<file path="src/rtl/mdm_pkg.sv">
package mdm_pkg;
  localparam int REG_W    = 16;
  localparam int POS_DSC  = 15;
  localparam int POS_RING = 14;
  localparam int POS_CTS  = 13;
  localparam int POS_CD   = 12;
  localparam int POS_SRX  = 10;
  localparam int POS_DSIE = 5;
  localparam int POS_SECX = 3;
  localparam int POS_RTS  = 2;
  localparam int POS_DTR  = 1;

  typedef struct packed {
    logic dsc;
    logic ring;
    logic cts;
    logic cd;
    logic sec_rx;
    logic dsie;
    logic secx;
    logic rts;
    logic dtr;
  } mdm_state_t;

  typedef struct packed {
    logic dsie;
    logic secx;
    logic rts;
    logic dtr;
  } mdm_ctrl_t;

  function automatic mdm_ctrl_t unpack_ctrl(input logic [REG_W-1:0] w);
    mdm_ctrl_t c;
    c.dsie = w[POS_DSIE];
    c.secx = w[POS_SECX];
    c.rts  = w[POS_RTS];
    c.dtr  = w[POS_DTR];
    return c;
  endfunction
endpackage

</file>
<file path="src/rtl/mdm_link_stage.sv">
// Connect / disconnect effects on the read-only indications.
module mdm_link_stage
  import mdm_pkg::*;
(
  input  mdm_state_t cur_i,
  input  logic       line_up_i,
  input  logic       conn_pulse_i,
  output mdm_state_t nxt_o
);
  always_comb begin
    nxt_o = cur_i;
    if (!line_up_i) begin
      if (cur_i.cd) nxt_o.dsc = 1'b1;
      nxt_o.cd   = 1'b0;
      nxt_o.ring = 1'b0;
      nxt_o.cts  = 1'b0;
    end else if (conn_pulse_i) begin
      nxt_o.dsc = 1'b1;
      if (cur_i.dtr) begin
        nxt_o.cd  = 1'b1;
        nxt_o.cts = 1'b1;
      end else begin
        nxt_o.ring = 1'b1;
      end
    end
  end
endmodule

</file>
<file path="src/rtl/mdm_dtr_stage.sv">
// Register write: DTR edge handling plus load of control bits.
module mdm_dtr_stage
  import mdm_pkg::*;
(
  input  mdm_state_t cur_i,
  input  logic       wr_en_i,
  input  mdm_ctrl_t  ctrl_i,
  input  logic       line_up_i,
  output mdm_state_t nxt_o,
  output logic       hangup_o
);
  logic dtr_rise, dtr_fall;

  assign dtr_rise = wr_en_i &  ctrl_i.dtr & ~cur_i.dtr;
  assign dtr_fall = wr_en_i & ~ctrl_i.dtr &  cur_i.dtr;
  assign hangup_o = dtr_fall & line_up_i;

  always_comb begin
    nxt_o = cur_i;
    if (dtr_rise && line_up_i) begin
      nxt_o.ring = 1'b0;
      nxt_o.cd   = 1'b1;
      nxt_o.cts  = 1'b1;
      nxt_o.dsc  = 1'b1;
    end else if (dtr_rise || dtr_fall) begin
      if (line_up_i && cur_i.cd) nxt_o.dsc = 1'b1;
      nxt_o.cd   = 1'b0;
      nxt_o.ring = 1'b0;
      nxt_o.cts  = 1'b0;
    end
    if (wr_en_i) begin
      nxt_o.dsie = ctrl_i.dsie;
      nxt_o.secx = ctrl_i.secx;
      nxt_o.rts  = ctrl_i.rts;
      nxt_o.dtr  = ctrl_i.dtr;
    end
  end
endmodule

</file>
<file path="src/rtl/mdm_status_fmt.sv">
// Places state bits at their word positions; zero when modem mode is off.
module mdm_status_fmt
  import mdm_pkg::*;
(
  input  mdm_state_t       st_i,
  input  logic             en_i,
  output logic [REG_W-1:0] word_o
);
  localparam int NB = $bits(mdm_state_t);
  localparam int POS_TBL [NB] = '{POS_DSC, POS_RING, POS_CTS, POS_CD, POS_SRX,
                                  POS_DSIE, POS_SECX, POS_RTS, POS_DTR};
  logic [NB-1:0] flat;
  assign flat = st_i;

  always_comb begin
    word_o = '0;
    for (int i = 0; i < NB; i++) begin
      word_o[POS_TBL[i]] = en_i & flat[NB-1-i];
    end
  end
endmodule

</file>
<file path="src/rtl/mdm_status_ctrl.sv">
module mdm_status_ctrl
  import mdm_pkg::*;
(
  input  logic             clk_i,
  input  logic             rst_ni,
  input  logic             modem_en_i,
  input  logic             line_rst_i,
  input  logic             line_up_i,
  input  logic             conn_pulse_i,
  input  logic             sec_rx_i,
  input  logic             wr_en_i,
  input  logic [REG_W-1:0] wr_data_i,
  input  logic             rd_en_i,
  output logic [REG_W-1:0] status_o,
  output logic             ds_irq_o,
  output logic             hangup_o
);
  mdm_state_t state_q, state_d;
  mdm_state_t s_rd, s_link, s_wr;
  mdm_ctrl_t  ctrl;
  logic       hangup_q, hangup_c;
  logic       unused_wr_bits;

  assign ctrl = unpack_ctrl(wr_data_i);
  assign unused_wr_bits = ^{wr_data_i[REG_W-1:POS_DSIE+1], wr_data_i[POS_DSIE-1],
                            wr_data_i[0]};

  // Order inside a cycle: read clear, line events, write.
  always_comb begin
    s_rd = state_q;
    if (rd_en_i) s_rd.dsc = 1'b0;
  end

  mdm_link_stage u_link (
    .cur_i       (s_rd),
    .line_up_i   (line_up_i),
    .conn_pulse_i(conn_pulse_i),
    .nxt_o       (s_link)
  );

  mdm_dtr_stage u_dtr (
    .cur_i    (s_link),
    .wr_en_i  (wr_en_i),
    .ctrl_i   (ctrl),
    .line_up_i(line_up_i),
    .nxt_o    (s_wr),
    .hangup_o (hangup_c)
  );

  always_comb begin
    state_d = '0;
    if (modem_en_i) begin
      if (line_rst_i) begin
        state_d.dtr = state_q.dtr;
      end else begin
        state_d        = s_wr;
        state_d.sec_rx = sec_rx_i;
      end
    end
  end

  always_ff @(posedge clk_i or negedge rst_ni) begin
    if (!rst_ni) begin
      state_q  <= '0;
      hangup_q <= 1'b0;
    end else begin
      state_q  <= state_d;
      hangup_q <= modem_en_i & ~line_rst_i & hangup_c;
    end
  end

  mdm_status_fmt u_fmt (
    .st_i  (state_q),
    .en_i  (modem_en_i),
    .word_o(status_o)
  );

  assign ds_irq_o = modem_en_i & state_q.dsc & state_q.dsie;
  assign hangup_o = modem_en_i & hangup_q;

  assert_rd_clears_dsc_R7: assert property (@(posedge clk_i) disable iff (!rst_ni)
    (modem_en_i && rd_en_i && line_up_i && !conn_pulse_i && !wr_en_i && !line_rst_i)
    |=> !state_q.dsc);

  assert_drop_clears_R6: assert property (@(posedge clk_i) disable iff (!rst_ni)
    (modem_en_i && !line_up_i) |=> !(state_q.cd || state_q.ring || state_q.cts));

  assert_hangup_cause_R5: assert property (@(posedge clk_i) disable iff (!rst_ni)
    hangup_o |-> $past(wr_en_i && line_up_i && state_q.dtr && !wr_data_i[POS_DTR]));

  assert_enable_raises_R8: assert property (@(posedge clk_i) disable iff (!rst_ni)
    (modem_en_i && !line_rst_i && wr_en_i && wr_data_i[POS_DSIE] && state_q.dsc && !rd_en_i)
    |=> (ds_irq_o || !modem_en_i));

  assert_line_rst_keeps_dtr_R9: assert property (@(posedge clk_i) disable iff (!rst_ni)
    (modem_en_i && line_rst_i)
    |=> (state_q.dtr == $past(state_q.dtr)) && ($countones(state_q) == 32'(state_q.dtr)));

  assert_mode_off_clears_R10: assert property (@(posedge clk_i) disable iff (!rst_ni)
    !modem_en_i |=> (state_q == '0));
endmodule

</file>
<file path="config.mk">
export PLATFORM = sky130hd
export DESIGN_NAME = mdm_status_ctrl
export DESIGN_NICKNAME = d
export VERILOG_FILES = /design/src/rtl/mdm_pkg.sv /design/src/rtl/mdm_link_stage.sv /design/src/rtl/mdm_dtr_stage.sv /design/src/rtl/mdm_status_fmt.sv /design/src/rtl/mdm_status_ctrl.sv
export SDC_FILE = /design/constraint.sdc
export NUM_CORES = 1
export LEC_CHECK = 0
export BUFFER_PORTS_ARGS = -buffer_cell sky130_fd_sc_hd__buf_2
export CORE_UTILIZATION = 39
export DETAILED_ROUTE_END_ITERATION = 8
export GPL_TIMING_DRIVEN = 0
export PLACE_DENSITY = 0.77
export SLEW_MARGIN = 40
export SYNTH_ARGS = -nofsm -noshare
export SYNTH_HDL_FRONTEND = slang
export SYNTH_SLANG_ARGS = --single-unit
export TNS_END_PERCENT = 1
</file>
<file path="constraint.sdc">
create_clock -name clk_i -period 1.13 [get_ports clk_i]
set_input_delay 0.339 -clock clk_i [delete_from_list [all_inputs] [get_ports clk_i]]
set_output_delay 0.339 -clock clk_i [all_outputs]
set_load 0.02 [all_outputs]
</file>
# Word level (Yosys, flattened, before mapping)
# Index checks and enable logic that the tools add are counted.
[classes]
eq_ne = 6
mux = 13
multipliers = 0
n_div = 0
shift = 0
n_addsub = 0
magnitude_cmp = 0
n_bitwise = 21
reduce_logical = 6
[ops]
columns = ["op", "n"]
rows = [
  ["2-to-1 mux 4 bit", 5],
  ["AND 1 bit", 18],
  ["inequality test 6 x 3 -> 1 bit, second input constant", 2],
  ["2-to-1 mux 9 bit", 1],
  ["2-to-1 mux 8 bit", 1],
  ["inequality test 6 x 4 -> 1 bit, second input constant", 1],
  ["AND reduction 2 bit", 3],
  ["2-to-1 mux 1 bit", 5],
  ["inequality test 3 x 1 -> 1 bit, second input constant", 1],
  ["NOT 1 bit", 3],
  ["logical AND 1 bit", 2],
  ["2-to-1 mux 2 bit", 1],
  ["inequality test 2 x 1 -> 1 bit, second input constant", 1],
  ["inequality test 2 bit, second input constant", 1],
  ["logical OR 1 bit", 1],
]
[totals]
ff_bits = 10
out_inout_bits = 18
memories = 0
word_cells = 56
ramBits = 0
rom_bits = 0
in_bits = 25
latchBits = 0

# Logic depth before layout (Yosys ltp)
# Gate-level depths: netlist of run 1.
[depth]
depth_word = 9
depth_mapped = 4
ltp_nobuf = 3

# Cells and area by module
# From an unflattened synthesis of run 1, not the netlist that was laid out.
[hier_totals]
cells_unflattened = 73
area_unflattened_um2 = 718.2
[modules_own_cells]
columns = ["module", "cells_each", "instances", "area_per_inst_um2", "seq_area_each_um2"]
rows = [
  ["mdm_status_ctrl", 25, 1, 355.3, 250.2],
  ["mdm_dtr_stage", 19, 1, 162.7, 0.0],
  ["mdm_status_fmt", 17, 1, 112.6, 0.0],
  ["mdm_link_stage", 12, 1, 87.6, 0.0],
]

# Worst setup path after synthesis of run 1
# OpenSTA, ideal clock, no wires.
[synth_path]
path_type = "input port to output port"
from = "in modem_en_i"
to = "out hangup_o"
path_buffers = 1
stages = 2
required_time_ns = 0.791
setup_slack_ns = 0.024
arrival_ns = 0.767
path_cell_list = "clkbuf_1 and2_1"
[synth_between]
elab_chain_cells = 1
[synth_lines]
columns = ["item", "line", "source"]
rows = [
  ["from (decl)", "mdm_status_ctrl.sv:6", "input logic modem_en_i,"],
  ["AND 1 bit", "mdm_status_ctrl.sv:79", "assign hangup_o = modem_en_i & hangup_q;"],
  ["to (decl)", "mdm_status_ctrl.sv:16", "output logic hangup_o"],
]
# No other way between the ends.

# Worst setup path in the final report of run 1
[layout_path]
from = "reg state_q[8] (netlist name)"
to = "out ds_irq_o"
[layout_between]
elab_chain_cells = 2
[layout_lines]
columns = ["item", "line", "source"]
rows = [
  ["from (decl)", "mdm_status_ctrl.sv:18", "mdm_state_t state_q, state_d;"],
  ["from (signal assigned)", "mdm_status_ctrl.sv:67", "state_q <= state_d;"],
  ["AND 1 bit (2 in a row)", "mdm_status_ctrl.sv:78", "assign ds_irq_o = modem_en_i & state_q.dsc & state_q.dsie;"],
  ["to (decl)", "mdm_status_ctrl.sv:15", "output logic ds_irq_o,"],
]
# No other way between the ends.

==> results of run 1 <==
sequential cells by signal, indices dropped and copies added, names as in the netlist:
register  cells
s_rd          8
hangup_q      1
state_q       1
path summary, 6_finish.rpt:
kind	slack, ns	startpoint	cells past startpoint	to
hold / removal	0.27	sec_rx_i	2	s_rd[4]
setup reg to reg	0.03	s_rd[0]	4	s_rd[5]
max in group asynchronous	0.47	rst_ni	2	s_rd[0]
min in group asynchronous	0.45	rst_ni	2	s_rd[7]
hold reg to reg	0.53	s_rd[2]	2	s_rd[2]
setup / recovery	-0.18	state_q[8]	2	ds_irq_o
cell usage after synthesis:
cell      number  share of area (%)
and2_1        10                 10
dfrtp_1       10                 41
buf_4          8                9.9
nor2_1         7                4.3
mux2i_1        5                8.2
nand2_1        5                3.1
nand2b_1       4                4.1
a211oi_1       3                3.7
a21oi_1        2                1.6
and2b_1        2                2.5
nor2b_1        2                2.1
a41o_1         1                1.6
and2_2         1                1.2
and3_1         1                1.0
clkbuf_1       1               0.62
conb_1         1               0.62
inv_1          1               0.62
mux2_4         1                2.5
o21ai_1        1               0.82
layer usage:
layer  vias to the layer above  share of wire [%]  wire, um  GRT usage (%)
li1                        273                  -         -              -
met1                       256                 44       566           18.2
met2                        20                 50       640           25.6
met3                         2                4.7        60           5.22
met4                         0               0.78        10           5.81
met5                         -                  0         0              0
power by group:
| part | leakage [nW] | internal, mW | switching (mW) |
|---|---|---|---|
| clock network | 0.0210 | 0.196 | 0.131 |
| logic | 0.332 | 0.0857 | 0.0932 |
| registers | 0.135 | 0.369 | 0.00683 |
per-stage QoR:
| step | hold WS [ns] | cells |
|---|---|---|
| 2_1_floorplan | 0.0434 | 72 |
| 3_3_place_gp | 0.205 | 109 |
| 3_5_place_dp | 0.209 | 109 |
| 4_1_cts | 0.266 | 117 |
| 5_1_grt | 0.278 | 117 |
| 6_report | 0.269 | 117 |
kinds of logic (layout without fill, tap and decap cells):
group / count (synthesis) / after routing / synth area share, %
AOI/OAI and AO/OA: 7 / 7 / 7.82
buffers and inverters: 10 / 40 / 11.1
DFF: 10 / 10 / 41.2
muxes: 6 / 6 / 10.7
other: 1 / 7 / 0.617
and+or+nand+nor: 32 / 32 / 28.6
area by class of cell:
type                            count  share of cell area (%)
Clock buffer                        4                    4.10
Timing Repair Buffer               26                    20.1
Buffer                              9                    7.64
Sequential cell                    10                    28.4
Tap cell                           15                    2.12
Multi-Input combinational cell     52                    37.2
Inverter                            1                   0.424
what timing repair did:
item / CTS / global route
hold endpoints to repair: 10 / 0
pin swaps: 3 / 2
setup buffers: 3 / 0
endpoints found under the setup margin: 11 / 13
resized for setup: 12 / 9
hold buffers: 1 / 0
==> flow_summary_export.csv, run 1 <==
group,metric,value,unit
run_status,status,"complete, but fails checks",
run_status,violations,"negative setup slack",
synthesis,synth-seq-cells,10,
synthesis,yosysSeqAreaShare,41.2,%
timing,finalClockSkew,0.00320,ns
floorplan,io_pins,43,
cells_and_area,multi_input_area,329,sq um
clock_network,cts_tree,"built",
route,post_drt_via_cell_ratio,4.71,
grt,track_usage,15.4,%
grt,grt_pass1_vias,480,
floorplan,core_area,1380,sq um
placement,place.gp.congestion,0.740,
pwr,leakage,0.488,nW
floorplan,die-area,1720,sq um
floorplan,die_w,41.5,um
critical_path,arrival,0.97,ns
floorplan,die_height,41.5,um
cells_and_area,area_delta_synth_final,45.5,%
floorplan,rows,13,
timing,finalSetupTns,-1.64,ns
critical_path,cp-start-kind,"register",
grt,antenna_found_initial,0,
timing,setup_ws,-0.181,ns
timing,hold_viol_final,0,
floorplan,start_util,44.0,%
cells_and_area,fin_nets,128,
synthesis,synth_cells,66,
clock_network,cts_root_buffer,"clkbuf_4",
route,drc,0,
critical_path,cp_cell_sequence,"and3_4 > buf_6",
timing,fmax,763,MHz
cells_and_area,layout_common_cells,"17 x buf_2, 11 x buf_4, 9 x dfrtp_1",
synthesis,yosysWarnings,0,
min_path,hp-class,"input port to register",
critical_path,critPathMaxStageDelay,0.40,ns
synthesis,yosysUniqueCellTypes,19,
cells_and_area,final_cell_area,885,sq um
cells_and_area,final_common_cell,"buf_2",
timing,post-route-period-util,116,%
critical_path,cp.required,0.79,ns
placement,hpwl,920,um
timing,finalSetupViolCount,11,
grt,grt_first_pass_wirelength,2.00,mm
route,ant_nets,0,
critical_path,path_class,"register to output pin",
grt,grt_max_degree,11,
cells_and_area,nFillCells,131,
route,vias,551,
cells_and_area,utilization,64.0,%
clock_network,clkLatencyLatePin,0.27,ns
placement,port_buffers,22,
clock_network,path_clk_slew,0.07,ns
cells_and_area,drive_gt1_share,45.1,%
critical_path,crit_fanout,3,
critical_path,slowest_stage,"dfrtp_1",
cells_and_area,diodes,0,
critical_path,critPathTopFamily,"flip-flops",
timing,slew_viol_final,0,
pwr,ir_drop,0.000485,V
route,drtPass1Iterations,4,
synthesis,synth_area_per_cell,9.21,sq um
critical_path,crit_path_end_kind,"output pin",
cells_and_area,seqCellArea,251,sq um
pwr,finalPower,0.882,mW
job,max_cap_viol_count,0,
timing,layout_min_cycle_time,1.31,ns
grt,overflow,0,
placement,dpl_cell_area,759,sq um
synthesis,synth_area,608,sq um
clock_network,h-tree-depth,1,
clock_network,numClockSinks,10,
clock_network,clk_path_buf_depth,2,
timing,grt_setup_unrepaired,"yes",
route,wl,1.28,mm
route,wl_per_cell,10.9,um
clock_network,numCtsBuffers,3,
placement,dpl_worst_slack,-0.317,ns
pwr,power_density,997,nW/um^2
route,drtIter0Drc,9,
critical_path,critical_path_buf_inv_count,1,
(Power assumes the default switching activity.)
==> run 2, diff against run 1 <==
- CORE_UTILIZATION: 39 -> 42
- PLACE_DENSITY: 0.77 -> 0.78
- SYNTH_HIERARCHICAL: unset -> 1
==> flow_summary_export.csv, run 2 <==
group,metric,value,unit
timing,post-route-period-util,121,%
timing,setup_ws,-0.234,ns
floorplan,start_util,45.6,%
clock_network,cts_root_buffer,"clkbuf_4",
floorplan,rows,14,
critical_path,path_class,"register to register",
timing,finalSetupViolCount,15,
timing,grt_setup_unrepaired,"yes",
route,post_drt_via_cell_ratio,4.58,
min_path,hp-start,"sec_rx_i",
clock_network,h-tree-depth,1,
route,drc,0,
min_path,hp-class,"input port to register",
clock_network,clk_path_buf_depth,2,
cells_and_area,fin_nets,131,
route,wl_per_cell,10.3,um
grt,grt_first_pass_wirelength,1.99,mm
min_path,worstHoldEndpoint,"s_rd[4]",
critical_path,rrSetupSlack,-0.23,ns
timing,worst_hold_slack,0.292,ns
placement,hpwl,908,um
synthesis,synth_cells,71,
critical_path,cp.required,1.33,ns
cells_and_area,layout_common_cells,"22 x buf_2, 18 x and2_1, 12 x buf_4",
floorplan,die-area,1840,sq um
run_status,status,"complete, but fails checks",
pwr,ir_drop,0.000425,V
pwr,power_density,860,nW/um^2
grt,grt_pass1_vias,495,
cells_and_area,multi_input_area,390,sq um
critical_path,cp-start-kind,"register",
cells_and_area,largest_reg_flops,8,
clock_network,cts_tree,"built",
timing,finalClockSkew,0.00501,ns
pwr,leakage,0.517,nW
route,drtIter0Drc,4,
job,max_cap_viol_count,0,
synthesis,yosysWarnings,6,
critical_path,rr_worst_depth,5,
grt,track_usage,14.7,%
critical_path,crit_path_end_kind,"register",
cells_and_area,final_common_cell,"buf_2",
floorplan,core_area,1540,sq um
critical_path,arrival,1.56,ns
cells_and_area,drive_gt1_share,46.2,%
critical_path,r2r-start,"s_rd[0]",
route,ant_nets,0,
cells_and_area,seqCellArea,250,sq um
floorplan,die_w,42.9,um
cells_and_area,area_delta_synth_final,29.7,%
min_path,hold_depth,2,
grt,grt_max_degree,14,
cells_and_area,nFillCells,138,
pwr,finalPower,0.785,mW
synthesis,synth_area_per_cell,9.90,sq um
clock_network,path_clk_slew,0.06,ns
floorplan,io_pins,43,
timing,fmax,733,MHz
placement,port_buffers,22,
clock_network,numCtsBuffers,3,
route,vias,549,
run_status,violations,"negative setup slack",
clock_network,clkLatencyLatePin,0.25,ns
route,drtPass1Iterations,4,
grt,antenna_found_initial,0,
timing,layout_min_cycle_time,1.36,ns
synthesis,synth_area,703,sq um
timing,hold_viol_final,0,
critical_path,crit_fanout,5,
grt,overflow,0,
floorplan,die_height,42.9,um
placement,place.gp.congestion,0.767,
route,wl,1.24,mm
cells_and_area,diodes,0,
clock_network,numClockSinks,10,
critical_path,reg2reg_to,"s_rd[5]",
timing,slew_viol_final,0,
-- run 2: cell types whose count changed in the layout (fill, tap and decap cells not counted), sizes merged, moves of 3 or more --
cell    delta
o21a       +3
and2       +9
nand2b     -4
nor2       -7
mux2i      -4
a211oi     -3
mux2       +3
nor2b      +3
nand2      -5
-- run 2: critical path: stages (launching register included) --
cell and delay, ns:
dfrtp_1 0.41, and2_4 0.17, o21a_1 0.15, or3b_4 0.37, o211ai_1 0.08, and2_1 0.14
-- run 2: stage by stage --
step | cell area (sq um) | TNS, ns | instances | worst slack, ns | util (%)
floorplan | 733 | -0.374 | 77 | -0.145 | -
global placement | 863 | -1.12 | 115 | -0.256 | 56.0
detailed placement | 863 | -1.14 | 115 | -0.263 | 56.0
CTS | 903 | -2.37 | 120 | -0.248 | 58.6
global route | 912 | -2.97 | 120 | -0.305 | 59.2
finish | 912 | -2.13 | 120 | -0.234 | 59.2
-- run 2: worst max-delay path by stage --
| stage | slack [ns] | endpoint | startpoint |
|---|---|---|---|
| global placement | -0.26 | s_rd[5] | conn_pulse_i |
| global route | -0.30 | s_rd[5] | s_rd[0] |
| detailed placement | -0.26 | s_rd[5] | conn_pulse_i |
| finish | -0.23 | s_rd[5] | s_rd[0] |
| CTS | -0.25 | s_rd[5] | s_rd[0] |
| floorplan | -0.15 | s_rd[5] | s_rd[0] |
-- run 2: cell type report --
class | instances | share of cell area (%)
flip-flops and latches | 10 | 27.4
clock buffers | 3 | 2.47
inverters | 2 | 0.823
well taps | 16 | 2.19
multi-input cells | 53 | 42.8
plain buffers | 12 | 9.60
repair buffers | 24 | 14.7
-- run 2: routing by layer --
| metal | GRT usage [%] | share of wire [%] | up-vias |
|---|---|---|---|
| met2 | 23.9 | 48 | 19 |
| met1 | 17.7 | 47 | 243 |
| met4 | 7.50 | 0 | 0 |
| met3 | 3.83 | 4.8 | 0 |
| li1 | - | - | 287 |
| met5 | 0 | 0 | - |
-- run 2: timing repair --
| action | 4_1_cts | 5_1_grt |
|---|---|---|
| hold buffers | 1 | 0 |
| endpoints found under the setup margin | 15 | 16 |
| pin swaps | 2 | 0 |
| resized for setup | 0 | 4 |
| endpoints found under the hold margin | 10 | 0 |
| buffers inserted | 1 | 0 |
-- run 2: power by group --
part | total (mW) | switching, mW | internal, mW | leakage (nW)
logic | 0.181 | 0.0901 | 0.0904 | 0.366
registers | 0.375 | 0.00662 | 0.369 | 0.137
clock network | 0.229 | 0.106 | 0.122 | 0.0138
==> run 3, diff against run 2 <==
- ABC_AREA: unset -> 1
- CORE_UTILIZATION: 42 -> 43
==> flow_summary_export.csv, run 3 <==
group,metric,value,unit
floorplan,die-area,1900,sq um
grt,overflow,0,
cells_and_area,nFillCells,152,
placement,dpl_cell_area,898,sq um
floorplan,die_height,43.6,um
route,drtIter0Drc,24,
synthesis,synth_cells,110,
cells_and_area,drive_gt1_share,35.6,%
critical_path,cp-start-kind,"register",
critical_path,arrival,0.95,ns
floorplan,core_area,1560,sq um
route,ant_nets,0,
timing,grt_setup_unrepaired,"yes",
timing,slew_viol_final,0,
floorplan,io_pins,43,
grt,grt_first_pass_wirelength,2.44,mm
floorplan,start_util,47.8,%
timing,worst_hold_slack,0.268,ns
floorplan,rows,14,
placement,place.gp.congestion,0.905,
clock_network,h-tree-depth,1,
route,drtPass1Iterations,6,
route,vias,689,
grt,grt_use_met2,29.6,%
timing,post-route-period-util,114,%
pwr,leakage,0.661,nW
critical_path,critPathMaxStageDelay,0.42,ns
route,wl_per_cell,8.86,um
grt,antenna_found_initial,0,
run_status,status,"complete, but fails checks",
clock_network,clk_path_buf_depth,2,
critical_path,crit_fanout,4,
clock_network,cts_root_buffer,"clkbuf_4",
job,max_cap_viol_count,0,
run_status,violations,"design-rule violations, negative setup slack",
timing,finalSetupViolCount,12,
cells_and_area,utilization,63.6,%
cells_and_area,final_cell_area,992,sq um
cells_and_area,final_common_cell,"inv_1",
cells_and_area,fin_nets,172,
clock_network,clkLatencyLatePin,0.28,ns
timing,finalSetupTns,-1.24,ns
synthesis,synth_area_per_cell,6.78,sq um
pwr,finalPower,0.910,mW
cells_and_area,largest_reg_flops,8,
timing,finalClockSkew,0.00160,ns
timing,layout_min_cycle_time,1.29,ns
cells_and_area,layout_common_cells,"31 x inv_1, 24 x nand2_1, 18 x buf_2",
synthesis,yosysWarnings,6,
critical_path,cp_cell_sequence,"nand2_1 > inv_1 > buf_6",
critical_path,cp.required,0.79,ns
critical_path,crit_path_end_kind,"output pin",
clock_network,numCtsBuffers,3,
grt,grt_pass1_vias,644,
grt,use_met1,21.3,%
pwr,power_density,918,nW/um^2
floorplan,die_w,43.6,um
route,drc,3,
grt,grtUsageMet3,3.75,%
clock_network,path_clk_slew,0.07,ns
pwr,ir_drop,0.000709,V
min_path,hp-class,"input port to register",
clock_network,cts_tree,"built",
cells_and_area,area_delta_synth_final,33.1,%
timing,hold_viol_final,0,
cells_and_area,diodes,0,
route,post_drt_via_cell_ratio,4.25,
grt,grt.busiest_layer,"met2",
critical_path,slowest_stage,"dfrtp_1",
placement,port_buffers,22,
grt,track_usage,17.7,%
synthesis,synth_area,746,sq um
critical_path,path_class,"register to output pin",
grt,grt_max_degree,11,
clock_network,numClockSinks,10,
route,wl,1.44,mm
timing,fmax,778,MHz
placement,hpwl,1.11,mm
timing,setup_ws,-0.155,ns
## run 3: worst max-delay path, delay by kind of cell (launching register included)
kind	cells	cell delay (ns)
flip-flops	1	0.42
buffers and inverters	2	0.16
AND/OR/NAND/NOR	1	0.08
## run 3: stage by stage
stage                     setup slack (ns)  cells
after floorplan                     0.0775    116
after global placement              -0.112    154
after detailed placement            -0.116    154
after CTS                           -0.154    160
after global routing                -0.201    162
final                               -0.155    162
## run 3: worst paths after layout
kind / endpoint / depth (start not counted) / slack (ns) / start
min in group asynchronous: s_rd[6] / 2 / 0.44 / rst_ni
hold / removal: s_rd[4] / 3 / 0.27 / sec_rx_i
max in group asynchronous: s_rd[1] / 2 / 0.50 / rst_ni
hold reg to reg: s_rd[7] / 6 / 0.68 / s_rd[7]
setup reg to reg: state_q[8] / 9 / -0.07 / s_rd[0]
setup / recovery: status_o[1] / 3 / -0.16 / s_rd[0]
## run 3: cell type report
cell class	count	area (sq um)	share of cell area, %
Sequential cell	10	250	25.2
Tap cell	16	20.0	2.02
Timing Repair Buffer	26	160	16.1
Clock buffer	4	36.3	3.66
Multi-Input combinational cell	60	297	29.9
Buffer	13	105	10.6
Inverter	33	124	12.5
## run 3: report_power, final
| part | switching (mW) | total (mW) | internal, mW | leakage, nW |
|---|---|---|---|---|
| Sequential | 0.00662 | 0.375 | 0.368 | 0.137 |
| Clock | 0.135 | 0.331 | 0.196 | 0.0210 |
| Combinational | 0.115 | 0.204 | 0.0897 | 0.503 |
## run 3: timing repair
item	CTS	global route
hold buffers	1	0
endpoints found under the hold margin	10	0
setup endpoints to repair	15	15
resized for setup	5	5
setup buffers	1	2
pin swaps	2	3
## run 3: per-layer routing
metal,vias up,wire length (um),part of all wire [%]
li1,365,-,-
met1,290,580,40
met2,29,714,50
met3,5,104,7.2
met4,0,36,2.5
met5,-,0,0
